[src/rtl/cq_trig_pkg.sv]
package cq_trig_pkg;

    localparam int MODE_W = 3;
    localparam int STAT_W = 2;

    typedef enum logic [STAT_W-1:0] {
        ST_IDLE = 2'b00,
        ST_WAIT = 2'b10,
        ST_TRIG = 2'b11
    } q_status_e;

    localparam logic [MODE_W-1:0] MODE_OFF     = 3'd0;
    localparam logic [MODE_W-1:0] MODE_SGL_EDG = 3'd1;
    localparam logic [MODE_W-1:0] MODE_SGL_LVL = 3'd2;
    localparam logic [MODE_W-1:0] MODE_CNT_EDG = 3'd3;
    localparam logic [MODE_W-1:0] MODE_CNT_LVL = 3'd4;

    typedef struct packed {
        logic enabled;
        logic cont;
        logic level;
    } mode_info_t;

endpackage

[src/rtl/cq_mode_dec.sv]
module cq_mode_dec
    import cq_trig_pkg::*;
(
    input  logic [MODE_W-1:0] mode_i,
    output mode_info_t        info_o
);
    always_comb begin
        info_o = '0;
        unique case (mode_i)
            MODE_SGL_EDG: info_o = '{enabled: 1'b1, cont: 1'b0, level: 1'b0};
            MODE_SGL_LVL: info_o = '{enabled: 1'b1, cont: 1'b0, level: 1'b1};
            MODE_CNT_EDG: info_o = '{enabled: 1'b1, cont: 1'b1, level: 1'b0};
            MODE_CNT_LVL: info_o = '{enabled: 1'b1, cont: 1'b1, level: 1'b1};
            default:      info_o = '0;
        endcase
    end
endmodule

[src/rtl/cq_trig_detect.sv]
module cq_trig_detect
    import cq_trig_pkg::*;
(
    input  logic              clk,
    input  logic              rst_n,
    input  logic [MODE_W-1:0] mode_i,
    input  logic              enabled_i,
    input  logic              trig_i,
    output logic              rise_o,
    output logic              arm_o
);
    typedef struct packed {
        logic              trig_prev;
        logic [MODE_W-1:0] mode_prev;
    } det_t;

    det_t det_d, det_q;

    always_comb begin
        det_d           = det_q;
        det_d.trig_prev = trig_i;
        det_d.mode_prev = mode_i;
    end

    always_ff @(posedge clk or negedge rst_n) begin
        if (!rst_n) det_q <= '{trig_prev: 1'b0, mode_prev: MODE_OFF};
        else        det_q <= det_d;
    end

    assign rise_o = trig_i & ~det_q.trig_prev;
    assign arm_o  = enabled_i && (mode_i != det_q.mode_prev);
endmodule

[src/rtl/cq_status_fsm.sv]
module cq_status_fsm
    import cq_trig_pkg::*;
(
    input  logic       clk,
    input  logic       rst_n,
    input  mode_info_t info_i,
    input  logic       arm_i,
    input  logic       rise_i,
    input  logic       gate_i,
    input  logic       busy_i,
    input  logic       done_i,
    input  logic       abort_i,
    input  logic       eoq_i,
    input  logic       pause_i,
    output q_status_e  status_o
);
    typedef struct packed {
        q_status_e status;
    } fsm_t;

    fsm_t fsm_d, fsm_q;

    always_comb begin
        fsm_d = fsm_q;
        unique case (fsm_q.status)
            ST_IDLE: begin
                if (arm_i) fsm_d.status = ST_WAIT;
            end
            ST_WAIT: begin
                if (!info_i.enabled)
                    fsm_d.status = ST_IDLE;
                else if (info_i.level ? gate_i : rise_i)
                    fsm_d.status = ST_TRIG;
            end
            ST_TRIG: begin
                if (!info_i.enabled) begin
                    if (!busy_i || done_i || abort_i) fsm_d.status = ST_IDLE;
                end else if (done_i) begin
                    if (!info_i.cont && eoq_i)
                        fsm_d.status = ST_IDLE;
                    else if (info_i.level && !gate_i)
                        fsm_d.status = info_i.cont ? ST_WAIT : ST_IDLE;
                    else if (!info_i.level && pause_i && !eoq_i)
                        fsm_d.status = ST_WAIT;
                    else if (!info_i.level && info_i.cont && eoq_i)
                        fsm_d.status = ST_WAIT;
                end else if (info_i.level && !gate_i && !busy_i) begin
                    fsm_d.status = info_i.cont ? ST_WAIT : ST_IDLE;
                end
            end
            default: fsm_d.status = ST_IDLE;
        endcase
    end

    always_ff @(posedge clk or negedge rst_n) begin
        if (!rst_n) fsm_q <= '{status: ST_IDLE};
        else        fsm_q <= fsm_d;
    end

    assign status_o = fsm_q.status;


    no_bad_code_chk: assert property (@(posedge clk) disable iff (!rst_n)
        fsm_q.status != 2'b01);


    no_idle_to_trig_chk: assert property (@(posedge clk) disable iff (!rst_n)
        fsm_q.status == ST_IDLE |=> fsm_q.status != ST_TRIG);


    off_idle_chk: assert property (@(posedge clk) disable iff (!rst_n)
        (!info_i.enabled && !busy_i) |=> fsm_q.status == ST_IDLE);


    single_eoq_stop_chk: assert property (@(posedge clk) disable iff (!rst_n)
        (fsm_q.status == ST_TRIG && info_i.enabled && !info_i.cont && done_i && eoq_i)
        |=> fsm_q.status == ST_IDLE);
endmodule

[src/rtl/cq_eoq_flag.sv]
module cq_eoq_flag (
    input  logic clk,
    input  logic rst_n,
    input  logic set_i,
    input  logic clr_i,
    input  logic ie_i,
    output logic flag_o,
    output logic irq_o
);
    typedef struct packed {
        logic flag;
    } flg_t;

    flg_t flg_d, flg_q;

    always_comb begin
        flg_d = flg_q;
        if (set_i)      flg_d.flag = 1'b1;
        else if (clr_i) flg_d.flag = 1'b0;
    end

    always_ff @(posedge clk or negedge rst_n) begin
        if (!rst_n) flg_q <= '{flag: 1'b0};
        else        flg_q <= flg_d;
    end

    assign flag_o = flg_q.flag;
    assign irq_o  = flg_q.flag & ie_i;


    set_wins_chk: assert property (@(posedge clk) disable iff (!rst_n)
        set_i |=> flg_q.flag);


    clr_only_chk: assert property (@(posedge clk) disable iff (!rst_n)
        (clr_i && !set_i) |=> !flg_q.flag);
endmodule

[src/rtl/cq_trig_status.sv]
module cq_trig_status
    import cq_trig_pkg::*;
(
    input  logic       clk,
    input  logic       rst_n,
    input  logic [2:0] mode_i,
    input  logic       trig_i,
    input  logic       busy_i,
    input  logic       done_i,
    input  logic       abort_i,
    input  logic       cmd_eoq_i,
    input  logic       cmd_pause_i,
    input  logic       eoq_clr_i,
    input  logic       eoq_ie_i,
    output logic [1:0] status_o,
    output logic       eoq_flag_o,
    output logic       irq_o
);
    mode_info_t info;
    logic       rise, arm;
    q_status_e  status;

    cq_mode_dec u_dec (
        .mode_i (mode_i),
        .info_o (info)
    );

    cq_trig_detect u_det (
        .clk       (clk),
        .rst_n     (rst_n),
        .mode_i    (mode_i),
        .enabled_i (info.enabled),
        .trig_i    (trig_i),
        .rise_o    (rise),
        .arm_o     (arm)
    );

    cq_status_fsm u_fsm (
        .clk      (clk),
        .rst_n    (rst_n),
        .info_i   (info),
        .arm_i    (arm),
        .rise_i   (rise),
        .gate_i   (trig_i),
        .busy_i   (busy_i),
        .done_i   (done_i),
        .abort_i  (abort_i),
        .eoq_i    (cmd_eoq_i),
        .pause_i  (cmd_pause_i),
        .status_o (status)
    );

    cq_eoq_flag u_flag (
        .clk    (clk),
        .rst_n  (rst_n),
        .set_i  (done_i & cmd_eoq_i),
        .clr_i  (eoq_clr_i),
        .ie_i   (eoq_ie_i),
        .flag_o (eoq_flag_o),
        .irq_o  (irq_o)
    );

    assign status_o = status;
endmodule

[config.mk]
export PLATFORM = sky130hd
export DESIGN_NAME = cq_trig_status
export DESIGN_NICKNAME = d
export VERILOG_FILES = /design/src/rtl/cq_trig_pkg.sv /design/src/rtl/cq_mode_dec.sv /design/src/rtl/cq_trig_detect.sv /design/src/rtl/cq_status_fsm.sv /design/src/rtl/cq_eoq_flag.sv /design/src/rtl/cq_trig_status.sv
export SDC_FILE = /design/constraint.sdc
export NUM_CORES = 1
export LEC_CHECK = 0
export CORE_AREA = 2 2 39 41
export CTS_BUF_LIST = sky130_fd_sc_hd__clkbuf_8
export CTS_CLUSTER_DIAMETER = 200
export CTS_CLUSTER_SIZE = 24
export DETAILED_ROUTE_END_ITERATION = 7
export DIE_AREA = 0 0 41 43
export PLACE_DENSITY = 0.76
export SYNTH_ARGS = -nofsm -noshare
export SYNTH_HDL_FRONTEND = slang
export SYNTH_SLANG_ARGS = --single-unit
[constraint.sdc]
create_clock -name clk -period 1.5 [get_ports clk]
set_clock_uncertainty 0.1 [all_clocks]
set_input_delay 0.3 -clock clk [delete_from_list [all_inputs] [get_ports clk]]
set_output_delay 0.3 -clock clk [all_outputs]
set_load 0.005 [all_outputs]
After elaboration in Yosys (flattened, before gate mapping)
Index checks and enable logic that the tools add are counted.
Storage, ports and cells
  word-level logic and storage cells: 55
  output and inout port bits: 4
  bits in registers: 7
  input port bits: 13
Operators by class
  mux-type cells: 17
  bitwise logic cells: 4
  equality and inequality tests: 12
  reductions and logical operators: 18
Operators with widths (number)
  2-bit 2-to-1 mux: 12
  3-bit case mux with 4 select lines: 1
  1-bit logical AND: 8
  7-bit inequality test (second input constant): 1
  3-bit by 2-bit == test with 1-bit output (second input constant): 2
  2-bit case mux with 3 select lines: 1
  1-bit logical NOT: 5
  5-bit AND reduction: 1
  2-bit == test (second input constant): 2
  4-bit inequality test (second input constant): 1
  1-bit bitwise AND: 3
  3-bit by 1-bit == test with 1-bit output (second input constant): 1
  3-bit == test (second input constant): 1
  1-bit 2-to-1 mux: 3
  3-bit by 1-bit inequality test with 1-bit output (second input constant): 1
  3-bit inequality test: 1
  3-bit inequality test (second input constant): 1
  2-bit logical NOT: 1
  1-bit logical OR: 2
  2-bit inequality test (second input constant): 1
  2-bit nonzero test: 1
  1-bit inverter: 1

Depth between registers and ports, before layout
  depth after elaboration: 12
  gate-level depth with buffers: 5
  gate-level depth less buffers: 4

Modules after synthesis
From an unflattened synthesis, not the netlist that was laid out.
Unflattened totals
  cells, all modules: 41
  area, all modules: 402.9 µm²
Modules (own cells, without submodules)
  cq_status_fsm: sequential area each 50.0 µm², cells each 21, area an instance 172.7 µm², instances 1
  cq_trig_detect: sequential area each 100.1 µm², cells each 9, area an instance 141.4 µm², instances 1
  cq_eoq_flag: sequential area each 25.0 µm², cells each 4, area an instance 42.5 µm², instances 1
  cq_mode_dec: sequential area each 0.0 µm², cells each 6, area an instance 40.0 µm², instances 1
  cq_trig_status: sequential area each 0.0 µm², cells each 1, area an instance 6.3 µm², instances 1

Worst setup path after synthesis
Ideal clock, no wire load.
  kind: input -> register
  start: in mode_i[2]
  end: reg u_fsm.fsm_q, in the netlist u_fsm.status_o[1]
  path buffers: 1
  stages: 5
  path slack: 0.063 ns
  data required time: 1.262 ns
  data arrival time: 1.199 ns
  library setup time: 0.138 ns
  cell sequence: buf_6 -> nor3b_1 -> a311o_1 -> a221oi_2 -> o221ai_2
Between the ends
  longest elaborated chain between the ends: 11
  elaborated cells on any way between the ends: 32
  those cells by class: 10 x eq/ne; 11 x mux; 11 x reduce/logical
RTL lines
  from (decl): line cq_trig_status.sv:6  | input logic [2:0] mode_i,
  3-bit == test (tied with other cells): line cq_mode_dec.sv:9  | unique case (mode_i)
  3-bit case mux with 4 select lines: line cq_mode_dec.sv:9
  1-bit logical NOT: line cq_status_fsm.sv:43, cq_status_fsm.sv:45
  1-bit logical AND (2 in series): line cq_status_fsm.sv:43  | else if (!info_i.level && pause_i && !eoq_i)
  2-bit 2-to-1 mux: line cq_status_fsm.sv:43
  2-bit 2-to-1 mux: line cq_status_fsm.sv:41  | else if (info_i.level && !gate_i)
  2-bit 2-to-1 mux: line cq_status_fsm.sv:39  | if (!info_i.cont && eoq_i)
  2-bit 2-to-1 mux: line cq_status_fsm.sv:38  | end else if (done_i) begin
  2-bit 2-to-1 mux: line cq_status_fsm.sv:36  | if (!info_i.enabled) begin
  2-bit case mux with 3 select lines: line cq_status_fsm.sv:25  | unique case (fsm_q.status)
  to (signal assigned): line cq_status_fsm.sv:56  | if (!rst_n) fsm_q <= '{status: ST_IDLE};
  to (signal assigned): line cq_status_fsm.sv:57  | else fsm_q <= fsm_d;
  to (decl): line cq_status_fsm.sv:21  | fsm_t fsm_d, fsm_q;
Several ways; a longest one is shown, not always the timed one. The select of a mux whose other input is x is not followed.
A chain may end at the register's enable or synchronous reset.

Final worst setup path
  start: in eoq_ie_i
  end: out irq_o
Between the ends
  longest elaborated chain between the ends: 1
RTL lines
  from (decl): line cq_trig_status.sv:14  | input logic eoq_ie_i,
  1-bit bitwise AND: line cq_eoq_flag.sv:28  | assign irq_o = flg_q.flag & ie_i;
  to (decl): line cq_trig_status.sv:17  | output logic irq_o
No other way between the ends.

==> metrics.txt <==
Yosys cell types=21; RSZ-0062 raised after global routing=yes; crit path launch=eoq_ie_i; max_slew headroom=0.7474; total CTS buffers=3; worst setup margin=between 0.02 and 0.03 ns; worst slack, placed=-0.4694 ns; Syn Nets=63; global-route wire length before repair=just over 2000 um; Worst Tran Pin Value=0.3736 ns; power share of the combinational group=0.302; CTS Root Cell=clkbuf_8; Initial Utilization=0.3291; Worst R2R Start=u_fsm.status_o[0]; number of synthesized register bits=7; Slowest-stage cell, CP=clkdlybuf4s50_1; Congestion Overflow GR=0; Vert. Die Dim=43 um; CP peak stage delay=0.45 ns; Design Area, Final=around 760 um2; FF+latch area=175.2 um2; Nets=between 90 and 100; Setup-failing EPs final=0; H-tree depth=1; Syn Area/Cell=9.109 um2; Worst-path clk slew=0.04 ns; residual DRC count=0; CORE AREA=0.001384 mm2; YS warnings=0; vias in the first global route=473; prevailing post-synth register cell=dfrtp_1; Crit Path Max Fanout=1; Synth area leaders=dfrtp_1 (38%), a21oi_1 (7.7%), buf_6 (7.4%), nor4b_1 (5.8%), nor2_1 (4.9%); crit end category=primary output; die extent in x=approximately 41 um; clk_lat worst skew=0.23 ns; Pins Over Slew Limit=0; Detailed Routing Iterations Pass 1=4; CTS tree=yes; Pwr per Cell Area=904.7 mW/mm2; Synth Instances=50; startpoint class of the critical path=input port; placed standard-cell area=approximately 680 um2; Ports=17; Routed Antenna Nets=0; GPL Wtd Cong=0.8296; ANT cells=0; switching share of power=0.2615; Post-synth top cells=a21oi_1 (7), dfrtp_1 (7), nor2_1 (6); crit-path cells=clkdlybuf4s50_1 -> and2_1 -> dlygate4sd2_1; area of the mapped netlist=455.4 um2; Post-synth EDFFs=0; initial antenna violation count=0; Peak Freq=roughly 680 MHz; Async S/R FF share, synth=1.000; leakage=0.3657 nW; Yosys top cell by area=dfrtp_1; minimum clock period after layout=1.471 ns; Site Rows=14; Hold Path Class=in2async; Sink Count=7; sequential area share after synthesis=0.3846; Crit path arrival time=1.07 ns; Peak supply drop=558.3 uV; part of the power in the clock network=0.372; synth-to-layout area growth=66.48%; Internal=0.0005066 W; Port Buf Inserts=16; period utilisation layout=0.9809; WP data required=roughly 1.1 ns; proportion of layout cells with a drive suffix above 1=0.3125; Total Wirelength=1313 um; vias per cell=about 5.2; critical path class=in2out; Iter 0 DRT Violations=20; Final Util=0.5479; routed length per instance=13.68 um; Final Hold Vio Count=0; number of max-cap violations=0; multi-input logic area=247.7 um2; detailed-route via count=502; Synth top area share=0.3846; Reg power frac=0.326; filler instances=143; gr usage total=0.1746; full die area=0.001763 mm2; Max Root-Sink Buffers=2; largest net degree at the start of global routing=8; Post-DP HPWL=932.8 um; status=complete, no violations; Sw Pwr=0.0001794 W
## logic make-up (layout without fill, tap and decap cells)
logic type	after synthesis	after routing	synth area share
AO/OA/AOI/OAI	19	19	0.2994
AND/OR/NAND/NOR	18	18	0.2171
flip-flops	7	7	0.3846
buffers and inverters	6	36	0.09889
## area by class of cell
| class | instances | area share |
|---|---|---|
| multi-input combinational | 37 | 0.3267 |
| timing repair buffer | 29 | 0.3416 |
| clock buffer | 3 | 0.05446 |
| inverter | 3 | 0.01485 |
| tap | 16 | 0.02640 |
| clock inverter | 1 | 0.004950 |
| sequential | 7 | 0.2310 |
## per-layer routing
layer | vias to the layer above | track usage | part of all wire
met5 | - | 0 | 0
met4 | 0 | 0.04000 | 0.0091
met3 | 4 | 0.07853 | 0.10
met2 | 31 | 0.2625 | 0.49
met1 | 224 | 0.2222 | 0.39
li1 | 243 | - | -
## state kept, by name, summed over array words and instances, names as in the netlist
register and cells:
u_fsm.status_o 2, u_det.det_q 4, u_flag.flag_o 1
## final timing paths
path | endpoint | slack, ns | cells past startpoint
min in group clk | u_det.det_q[2] | 0.27 | 1
worst max register to register | u_fsm.status_o[1] | 0.23 | 5
worst max-delay path | irq_o | 0.03 | 3
max in group asynchronous | u_flag.flag_o | 0.82 | 1
worst min-delay path | u_det.det_q[3] | 0.24 | 1
worst min register to register | u_flag.flag_o | 0.46 | 2
## critical path, delay by kind of cell
| family | cells | cell delay (ns) |
|---|---|---|
| buffers and inverters | 2 | 0.67 |
| AND/OR/NAND/NOR | 1 | 0.10 |
## what timing repair did
action,4_1_cts,5_1_grt
hold buffers,0,0
buffers inserted,2,0
pin swaps,3,1
endpoints found under the setup margin,5,5
resized for setup,12,9
## per-stage QoR
stage / hold WS (ns) / power (W) / cells / TNS (ns)
2_1_floorplan: -0.09559 / 0.0003121 / 50 / 0
3_3_place_gp: 0.4418 / 0.0004116 / 90 / -1.114
3_5_place_dp: 0.4411 / 0.0004181 / 90 / -1.167
4_1_cts: 0.2523 / 0.0006942 / 96 / 0
5_1_grt: 0.2543 / 0.0007330 / 96 / -0.007557
6_report: 0.2389 / 0.0006859 / 96 / 0
## placed cells by master (no fill, tap or decap), types with 2 or more instances in the layout
cell,synthesis,routed
inv_1,3,4
nor2_1,6,6
buf_4,0,13
clkdlybuf4s50_1,0,6
nand2_1,4,4
dlygate4sd2_1,0,3
o21ai_0,3,2
clkdlybuf4s15_2,0,2
nor4b_1,3,2
dfrtp_1,7,7
dlymetal6s2s_1,0,3
o31ai_1,2,2
a21oi_1,7,6
a21oi_2,1,2
clkbuf_8,0,3
## power by group through the flow
stage               Clock [W]  Sequential [W]  Combinational [W]
finish               0.000255        0.000224           0.000207
global route         0.000279        0.000227           0.000227
CTS                  0.000262        0.000224           0.000208
detailed placement          0        0.000238           0.000180
global placement            0        0.000235           0.000177
floorplan                   0        0.000234          0.0000786
No activity file was read; power rests on OpenSTA's default activity.
